[config.mk]
export PLATFORM = sky130hd
export DESIGN_NAME = irq_enable_ctrl
export DESIGN_NICKNAME = d
export VERILOG_FILES = /design/src/rtl/irqen_pkg.sv /design/src/rtl/irqen_ctrl.sv /design/src/rtl/irqen_datapath.sv /design/src/rtl/irq_enable_ctrl.sv
export SDC_FILE = /design/constraint.sdc
export NUM_CORES = 1
export LEC_CHECK = 0
export ABC_AREA = 1
export CORE_AREA = 2 2 39 41
export CTS_BUF_LIST = sky130_fd_sc_hd__clkbuf_4 sky130_fd_sc_hd__clkbuf_8 sky130_fd_sc_hd__clkbuf_16
export DETAILED_ROUTE_END_ITERATION = 10
export DIE_AREA = 0 0 41 43
export DONT_BUFFER_PORTS = 1
export SKIP_LAST_GASP = 1
export SYNTH_ARGS = -nofsm -noshare
export SYNTH_HDL_FRONTEND = slang
export SYNTH_SLANG_ARGS = --single-unit
export TNS_END_PERCENT = 30
[constraint.sdc]
create_clock -name clk -period 1.3 [get_ports clk]
set_input_delay 0.26 -clock clk [delete_from_list [all_inputs] [get_ports clk]]
set_output_delay 0.26 -clock clk [all_outputs]
set_load 0.005 [all_outputs]
[src/rtl/irqen_pkg.sv]
package irqen_pkg;
  // Decisions made by the control for one boundary, applied by the datapath.
  typedef struct packed {
    logic commit;     // an instruction completes: apply its effect on enables
    logic takeInt;    // maskable interrupt accepted here
    logic takeNmi;    // non-maskable interrupt accepted here
    logic capturePv;  // load from I/R completes: capture P/V
  } bndStrobe_t;
endpackage

[src/rtl/irqen_ctrl.sv]
module irqen_ctrl
  import irqen_pkg::*;
(
  input  logic       clk,
  input  logic       rstN,
  input  logic       instrDone,
  input  logic       isEi,
  input  logic       isLdAir,
  input  logic       intReq,
  input  logic       nmiReq,
  input  logic       effIff1,
  output logic       nmiPending,
  output bndStrobe_t stb
);
  logic nmiPrev;
  logic nmiRise;

  assign nmiRise = nmiReq & ~nmiPrev;

  always_comb begin
    stb.commit    = instrDone;
    stb.takeNmi   = instrDone & nmiPending;
    // EI shadow: the boundary ending EI never accepts a maskable request
    stb.takeInt   = instrDone & intReq & effIff1 & ~isEi & ~stb.takeNmi;
    stb.capturePv = instrDone & isLdAir;
  end

  always_ff @(posedge clk) begin
    if (!rstN) begin
      nmiPrev    <= 1'b0;
      nmiPending <= 1'b0;
    end else begin
      nmiPrev    <= nmiReq;
      // a new edge in the same cycle as acceptance stays latched
      nmiPending <= (nmiPending & ~stb.takeNmi) | nmiRise;
    end
  end
endmodule

[src/rtl/irqen_datapath.sv]
module irqen_datapath
  import irqen_pkg::*;
#(
  parameter bit NMOS_BUG = 1'b1
) (
  input  logic       clk,
  input  logic       rstN,
  input  logic       isEi,
  input  logic       isDi,
  input  logic       isRetn,
  input  bndStrobe_t stb,
  output logic       effIff1,
  output logic       iff1Q,
  output logic       iff2Q,
  output logic       intAcceptQ,
  output logic       nmiAcceptQ,
  output logic       pvQ
);
  logic effIff2;
  logic pvNext;

  // Enable state as the completing instruction leaves it
  always_comb begin
    if (isDi) begin
      effIff1 = 1'b0;
      effIff2 = 1'b0;
    end else if (isEi) begin
      effIff1 = 1'b1;
      effIff2 = 1'b1;
    end else if (isRetn) begin
      effIff1 = iff2Q;
      effIff2 = iff2Q;
    end else begin
      effIff1 = iff1Q;
      effIff2 = iff2Q;
    end
  end

  generate
    if (NMOS_BUG) begin : g_pvDefect
      assign pvNext = iff2Q & ~stb.takeInt;
    end else begin : g_pvTrue
      assign pvNext = iff2Q;
    end
  endgenerate

  always_ff @(posedge clk) begin
    if (!rstN) begin
      iff1Q      <= 1'b0;
      iff2Q      <= 1'b0;
      intAcceptQ <= 1'b0;
      nmiAcceptQ <= 1'b0;
      pvQ        <= 1'b0;
    end else begin
      intAcceptQ <= stb.takeInt;
      nmiAcceptQ <= stb.takeNmi;
      if (stb.capturePv) pvQ <= pvNext;
      if (stb.takeNmi) begin
        iff2Q <= effIff1;
        iff1Q <= 1'b0;
      end else if (stb.takeInt) begin
        iff1Q <= 1'b0;
        iff2Q <= 1'b0;
      end else if (stb.commit) begin
        iff1Q <= effIff1;
        iff2Q <= effIff2;
      end
    end
  end
endmodule

[src/rtl/irq_enable_ctrl.sv]
module irq_enable_ctrl
  import irqen_pkg::*;
#(
  parameter bit NMOS_BUG = 1'b1
) (
  input  logic clk,
  input  logic rstN,
  input  logic instrDone,
  input  logic isEi,
  input  logic isDi,
  input  logic isRetn,
  input  logic isLdAir,
  input  logic intReq,
  input  logic nmiReq,
  output logic intAccept,
  output logic nmiAccept,
  output logic pvFlag
);
  bndStrobe_t stb;
  logic effIff1;
  logic iff1Q;
  logic iff2Q;
  logic nmiPending;

  irqen_ctrl u_ctrl (
    .clk(clk), .rstN(rstN), .instrDone(instrDone), .isEi(isEi),
    .isLdAir(isLdAir), .intReq(intReq), .nmiReq(nmiReq),
    .effIff1(effIff1), .nmiPending(nmiPending), .stb(stb)
  );

  irqen_datapath #(.NMOS_BUG(NMOS_BUG)) u_dp (
    .clk(clk), .rstN(rstN), .isEi(isEi), .isDi(isDi), .isRetn(isRetn),
    .stb(stb), .effIff1(effIff1), .iff1Q(iff1Q), .iff2Q(iff2Q),
    .intAcceptQ(intAccept), .nmiAcceptQ(nmiAccept), .pvQ(pvFlag)
  );
endmodule

---- Word-level counts from Yosys, hierarchy flattened ----
Cells that the tools add are included.
word-level totals
  word-level logic and storage cells ...... 34
  bits of input ports ..................... 9
  output and inout port bits .............. 3
  bits in registers ....................... 7
operators by class
  mux-type cells .......................... 8
  reduce and logical (&&, ||, !) cells .... 4
  bitwise gates (word level) .............. 15
operators by type and width
  operator             number
  1-bit bitwise AND    9
  1-bit 2-to-1 mux     8
  1-bit NOT            5
  4-bit nonzero test   1
  3-bit nonzero test   1
  3-bit OR reduction   1
  2-bit AND reduction  1
  1-bit bitwise OR     1

---- Longest topological paths before layout ----
Gate-level depths: netlist of run 1.
  depth in word-level cells ............... 8
  mapped depth ............................ 9
  mapped depth without buffers ............ 9

---- Hierarchy ----
Synthesis of run 1 repeated with hierarchy kept, for this count alone.
unflattened totals
  cell total of the unflattened synthesis .. 50
  area total of the unflattened synthesis .. 331.6 um^2
by module, submodules not included
  module          cells an instance  instances  seq. area each (um^2)  area each (um^2)
  irqen_datapath  31                 1          100.1                  217.7
  irqen_ctrl      19                 1          40.0                   113.9

---- Worst setup path after synthesis of run 1 ----
Ideal clock, no wire load.
  path kind ............................... reg2reg
  start point ............................. reg u_dp.iff2Q
  end point ............................... reg u_dp.pvQ
  slack ................................... 0.311 ns
  path buffers ............................ 0
  cell stages (with the launch flop) ...... 7
  library setup time ...................... 0.119 ns
  clock period less this slack ............ 0.989 ns
  data arrival time ....................... 0.870 ns
  data required time ...................... 1.181 ns
  cells stage by stage .................... dfxtp_1 nand2_1 nand2_1 nand4_2 or2_1 nand2_1 a21oi_1
between the ends
  longest elaborated chain between the ends .. 8
ends and longest elaborated chain
  item                            line                  RTL
  start: declaration              irqen_datapath.sv:14  output logic iff2Q,
  start signal: assignment        irqen_datapath.sv:59  iff2Q <= effIff1;
  start signal: assignment        irqen_datapath.sv:66  iff2Q <= effIff2;
  1-bit 2-to-1 mux                irqen_datapath.sv:30  end else if (isRetn) begin
  1-bit 2-to-1 mux                irqen_datapath.sv:27  end else if (isEi) begin
  1-bit 2-to-1 mux                irqen_datapath.sv:24  if (isDi) begin
  1-bit bitwise AND (3 in a row)  irqen_ctrl.sv:24      stb.takeInt = instrDone & intReq & effIff1 & ~isEi & ~stb.takeNmi;
  1-bit NOT                       irqen_datapath.sv:41  assign pvNext = iff2Q & ~stb.takeInt;
  1-bit bitwise AND (*)           irqen_datapath.sv:41
  end signal: assignment          irqen_datapath.sv:57  if (stb.capturePv) pvQ <= pvNext;
  end: declaration                irqen_datapath.sv:17  output logic pvQ
Mark *: on every way between the ends. The rest lies on a longest branch, timed or not.
A chain may end at the register's enable or synchronous reset.

---- Worst setup path after layout of run 1 ----
Ends and elaborated chain as after synthesis.

==> reports/results.ini, run 1 <==
[outcome]
status=completed

[clocking]
htreeDepth=1
clk_pin_slew_ps=50
cts-resized-gates=0
cts.sinks=7
cts_hold_buf=0
clock_latency_ps=250
ctsRootBufferMaster=clkbuf_4
cts_tree=yes
cts_setup_buffers=0
clockBufferDepth=2
numCtsBuffers=3

[timing]
fin_skew_ps=4.21
hold_viol_final=0
slew_viol_final=0
rsz0062_at_grt=false
setup_violations=0
timing.fmax_mhz=916
finalCriticalPeriod_ps=1090
finalSetupTns_ps=0
post-route-period-util=0.840
tightest_slew_ps=157
max-slew-margin-rel=0.895

[pwr]
power_density_nw_per_um2=1280
peakVddDrop_mv=0.483
power_leakage_nw=0.217

[finish]
regArea_um2=140
antenna_cells=0
stdcell_count=71
multi_input_area_um2=144
final_common_cell=nand2_1
areaGrowthSynthToFinish_pct=15.4
layout.nets=65
final_cell_mix=17 x nand2_1, 11 x inv_1, 7 x nor2_1, 7 x dfxtp_1
layout-drive-gt1-share=0.0909
fillers=153

[yosys]
ys_ff_latch=7
netlist_area_um2=325
ys_seq_area_frac=0.431
ys_warn_count=0
synthMuxAreaShare=0
syn_inst=51
synthDistinctLibCells=9
syn_avg_cell_area_um2=6.38
synthSimpleGateAreaFrac=0.365
synth_top_family_by_area=simple AND/OR/NAND/NOR gates
syn-num-nets=60
yosys.area_share.xor_xnor=0
synthAdderAreaFrac=0
synth_compound_area_frac=0.0769

[floorplan]
start_util=0.235
rows=14
die_area_um2=1760
die_w_um=41
top_level_ports=12
die_y_um=43
core_um2=1380

[global_route]
overflow=0
grt_start_max_net_pins=8
grt_pass1_vias=266
grtUsageTotal=0.0796
grt_pass1_wl_um=924
antenna_found_initial=0

[worst_setup_path]
critPathLaunchType=flop
cp.required_ps=1440
reg2reg_slack_ps=210
crit_arrival_ps=1230
worst_setup_path_end_kind=flop
path_class=reg -> reg
crit_path_max_fanout=4

[routing]
vias=290
wire_per_inst_um=8.15
route.detailed.drc=0
vias_per_cell=4.08
dr.pass1.iters=4
ant_nets=0
drt_iter0_drc=9
routed_wl_um=579

[flow_run]
maxCapViolations=0

[placed_design]
numPortBuffers=0
dp_hpwl_um=473
placed_cells=67
gp_congestion=0.768

[min_path]
hold_path.class=in -> reg

==> stage by stage <==
| step | worst slack (ps) | area (um2) | util | hold WS, ps | power (mW) |
|---|---|---|---|---|---|
| floorplan | 311 | 325 | - | 367 | 0.268 |
| global placement | 239 | 345 | 0.250 | 376 | 0.275 |
| detailed placement | 223 | 345 | 0.250 | 387 | 0.275 |
| CTS | 213 | 375 | 0.271 | 122 | 0.495 |
| global route | 125 | 375 | 0.271 | 129 | 0.518 |
| finish | 208 | 375 | 0.271 | 129 | 0.481 |
==> cells in the mapped netlist, drive strengths merged <==
library cell | count | area (um2)
nand2 | 17 | 63.8
inv | 11 | 41.3
dfxtp | 7 | 140
nor2 | 7 | 26.3
o21ai | 4 | 20.0
nand3 | 2 | 10.0
a21oi | 1 | 5.00
nand4 | 1 | 12.5
or2 | 1 | 6.26
==> routing by layer <==
layer	GRT usage	vias to the layer above	wire length [um]
met4	0.0200	0	0
met2	0.113	10	261
met1	0.0879	121	256
li1	-	159	-
met3	0.0681	0	61
met5	0	-	0
==> worst max-delay path: stages (launching register included) <==
cell and delay [ps]:
dfxtp_1 350, nand2_1 60, nand2_1 90, nand4_2 110, or2_1 250, nand2_1 70
a21oi_1 60
==> path summary, 6_finish.rpt <==
check             cells after the start      startpoint           endpoint
setup / recovery                      6      u_dp.iff2Q           u_dp.pvQ
hold / removal                        2            rstN     u_ctrl.nmiPrev
setup reg to reg                      6      u_dp.iff2Q           u_dp.pvQ
hold reg to reg                       1  u_ctrl.nmiPrev  u_ctrl.nmiPending
==> flip-flops by register name, summed over array words and instances, names as in the netlist <==
register,cells
u_ctrl.nmiPending,1
u_ctrl.nmiPrev,1
u_dp.iff1Q,1
u_dp.iff2Q,1
u_dp.intAcceptQ,1
u_dp.nmiAcceptQ,1
u_dp.pvQ,1
==> cells by family after synthesis <==
logic type | Yosys count
AND/OR/NAND/NOR | 28
buffers and inverters | 11
AO/OA/AOI/OAI | 5
flip-flops | 7
==> report_power, final <==
group          switching [mW]  internal (mW)
logic                  0.0232         0.0151
registers             0.00595          0.226
clock network          0.0732          0.138
==> cell type report <==
| cell class | count | share of cell area |
|---|---|---|
| inverter | 11 | 0.110 |
| tap | 16 | 0.0533 |
| sequential | 7 | 0.373 |
| multi-input combinational | 33 | 0.383 |
| clock buffer | 4 | 0.0800 |
(Power assumes the default switching activity.)
==> run 2, diff against run 1 <==
Settings changed: ABC_AREA 1 to 0.
Clock period 1.3 ns to 1 ns, I/O delays scaled along.
==> reports/results.ini, run 2 <==
[floorplan]
start_util=0.228  ; was 0.235
rows=14  ; unchanged
die_area_um2=1760  ; unchanged
die_y_um=43  ; unchanged
top_level_ports=12  ; unchanged
core_um2=1380  ; unchanged
die_w_um=41  ; unchanged

[routing]
ant_nets=0  ; unchanged
route.detailed.drc=0  ; unchanged
vias_per_cell=4.84  ; was 4.08
routed_wl_um=684  ; was 579 um
drt_iter0_drc=0  ; was 9
wire_per_inst_um=12.0  ; was 8.15 um
vias=276  ; was 290
dr.pass1.iters=1  ; was 4

[flow_run]
maxCapViolations=0  ; unchanged

[finish]
antenna_cells=0  ; unchanged
final_common_cell=dfxtp_1  ; was nand2_1
final_cell_mix=7 x dfxtp_1, 4 x clkbuf_4  ; was 17 x nand2_1, 11 x inv_1, 7 x nor2_1, 7 x dfxtp_1
layout-drive-gt1-share=0.220  ; was 0.0909
layout.nets=51  ; was 65
fillers=152  ; was 153
finalInstanceArea_um2=388  ; was 375 um2
areaGrowthSynthToFinish_pct=23.0  ; was 15.4%

[yosys]
synth_flop_cell=dfxtp_1  ; unchanged
ys_warn_count=0  ; unchanged
synth-edff-count=0  ; unchanged
syn-num-nets=43  ; was 60
netlist_top_cells_area=dfxtp_1 44%, a221oi_2 4.8%, mux2_4 4.8%  ; was dfxtp_1 43%, nand2_1 20%, inv_1 13%
syn_inst=34  ; was 51
ys_ff_latch=7  ; unchanged
synth_top_area_frac=0.444  ; was 0.431
yosysTopAreaCell=dfxtp_1  ; unchanged
syn_avg_cell_area_um2=9.27  ; was 6.38 um2
synthDistinctLibCells=20  ; was 9
yosys.cell_count.top_type=dfxtp_1  ; was nand2_1
ys_seq_area_frac=0.444  ; was 0.431
synthArstFlopShare=0  ; unchanged
netlist_area_um2=315  ; was 325 um2
yosys-top-cells-count=7 x dfxtp_1, 3 x inv_1, 3 x nand2_1, 3 x nor2_1  ; was 17 x nand2_1, 11 x inv_1, 7 x dfxtp_1, 7 x nor2_1, 4 x o21ai_0

[pwr]
power_leakage_nw=0.171  ; was 0.217 nW
p_int_mw=0.512  ; was 0.379 mW
peakVddDrop_mv=0.384  ; was 0.483 mV
switching_power_mw=0.154  ; was 0.102 mW
comb_power_share=0.102  ; was 0.080
clockPowerShare=0.448  ; was 0.438
power_density_nw_per_um2=1720  ; was 1280 nW/um2
power_mw=0.666  ; was 0.481 mW
pwr-share-seq=0.450  ; was 0.483
swShare=0.232  ; was 0.213

[global_route]
overflow=0  ; unchanged
grtUsageTotal=0.100  ; was 0.0796
gr-usage-met1=0.116  ; was 0.0879
grt_pass1_wl_mm=1.11  ; was 924 um
gr-max-usage-layer=met2  ; unchanged
met3_usage=0.0209  ; was 0.0681
antenna_found_initial=0  ; unchanged
grt_pass1_vias=271  ; was 266
grt_start_max_net_pins=9  ; was 8
grt_use_met2=0.131  ; was 0.113

[timing]
max-slew-margin-rel=0.807  ; was 0.895
setup_violations=3  ; was 0
fin_skew_ps=1.22  ; was 4.21 ps
tightest_slew_ps=287  ; was 157 ps
setup_slack_ps=-157  ; was 208 ps
finalCriticalPeriod_ps=1160  ; was 1090 ps
hold_viol_final=0  ; unchanged
whs_ps=70.5  ; was 129 ps
slew_viol_final=0  ; unchanged
post-route-period-util=1.16  ; was 0.840
timing.fmax_mhz=864  ; was 916 MHz
rsz0062_at_grt=true  ; was false

[clocking]
cts_tree=yes  ; unchanged
htreeDepth=1  ; unchanged
numCtsBuffers=3  ; unchanged
clk_pin_slew_ps=60  ; was 50 ps
cts_hold_buf=0  ; unchanged
clockBufferDepth=2  ; unchanged
cts.sinks=7  ; unchanged
ctsRootBufferMaster=clkbuf_4  ; unchanged
cts_setup_buffers=0  ; unchanged
clock_latency_ps=260  ; was 250 ps

[worst_setup_path]
worst_setup_path_end_kind=flop  ; unchanged
crit_path_max_fanout=4  ; unchanged
crit_arrival_ps=1330  ; was 1230 ps
critPathLaunchType=flop  ; unchanged
cp.required_ps=1170  ; was 1440 ps
r2r_cells=3  ; was 6
path_class=reg -> reg  ; unchanged
reg2reg_slack_ps=-160  ; was 210 ps

[placed_design]
gp_congestion=0.681  ; was 0.768
numPortBuffers=0  ; unchanged
pre_cts_ws_ps=-150  ; was 223 ps
dpl_cell_area_um2=358  ; was 345 um2
dp_hpwl_um=535  ; was 473 um

[outcome]
failed_checks=negative setup slack
status=complete, but fails checks  ; was completed

[min_path]
hold_path.class=in -> reg  ; unchanged
hold_depth=1  ; was 2

[run 2: path summary, 6_finish.rpt]
check | start | to
worst max-delay path | u_dp.iff1Q | u_dp.iff2Q
worst min-delay path | rstN | u_ctrl.nmiPrev
worst max register to register | u_dp.iff1Q | u_dp.iff2Q
worst min register to register | u_dp.pvQ | u_dp.pvQ
[run 2: logic make-up after synthesis]
kind of cell,count (synthesis),synth area share
buf+inv,3,0.0357
simple gates,15,0.258
compound gates,8,0.214
flops,7,0.444
mux,1,0.0476
[run 2: layer usage]
layer | vias up | wire length (um)
met5 | - | 0
met4 | 0 | 33
met3 | 4 | 87
met2 | 13 | 293
met1 | 119 | 271
li1 | 140 | -
[run 2: critical path, cell delays in order (launching register included)]
cell and delay, ps:
dfxtp_1 310, mux2_4 280, a311o_1 270, a221oi_2 210
[run 2: power groups by stage]
stage | logic, mW | clock network [mW] | registers, mW
3_3_place_gp | 0.0675 | 0 | 0.306
2_1_floorplan | 0.0452 | 0 | 0.307
5_1_grt | 0.0775 | 0.324 | 0.302
6_report | 0.0677 | 0.299 | 0.300
3_5_place_dp | 0.0682 | 0 | 0.306
4_1_cts | 0.0684 | 0.305 | 0.300
[run 2: stage by stage]
step / TNS (ps) / instances / utilization
6_report: -354 / 57 / 0.280
5_1_grt: -545 / 57 / 0.280
2_1_floorplan: -233 / 34 / -
3_3_place_gp: -286 / 53 / 0.259
3_5_place_dp: -343 / 53 / 0.259
4_1_cts: -375 / 57 / 0.280
[run 2: area by class of cell]
| type | instances | area, um2 | area share |
|---|---|---|---|
| multi-input cells | 24 | 164 | 0.423 |
| flip-flops and latches | 7 | 140 | 0.361 |
| clock buffers | 4 | 30.0 | 0.0774 |
| inverters | 3 | 11.3 | 0.0290 |
| well taps | 16 | 20.0 | 0.0516 |
| repair buffers | 3 | 22.5 | 0.0581 |
[run 2: repair_timing]
action / CTS / global route
pin swaps: 0 / 0
resized for setup: 0 / 0
setup endpoints to repair: 3 / 4
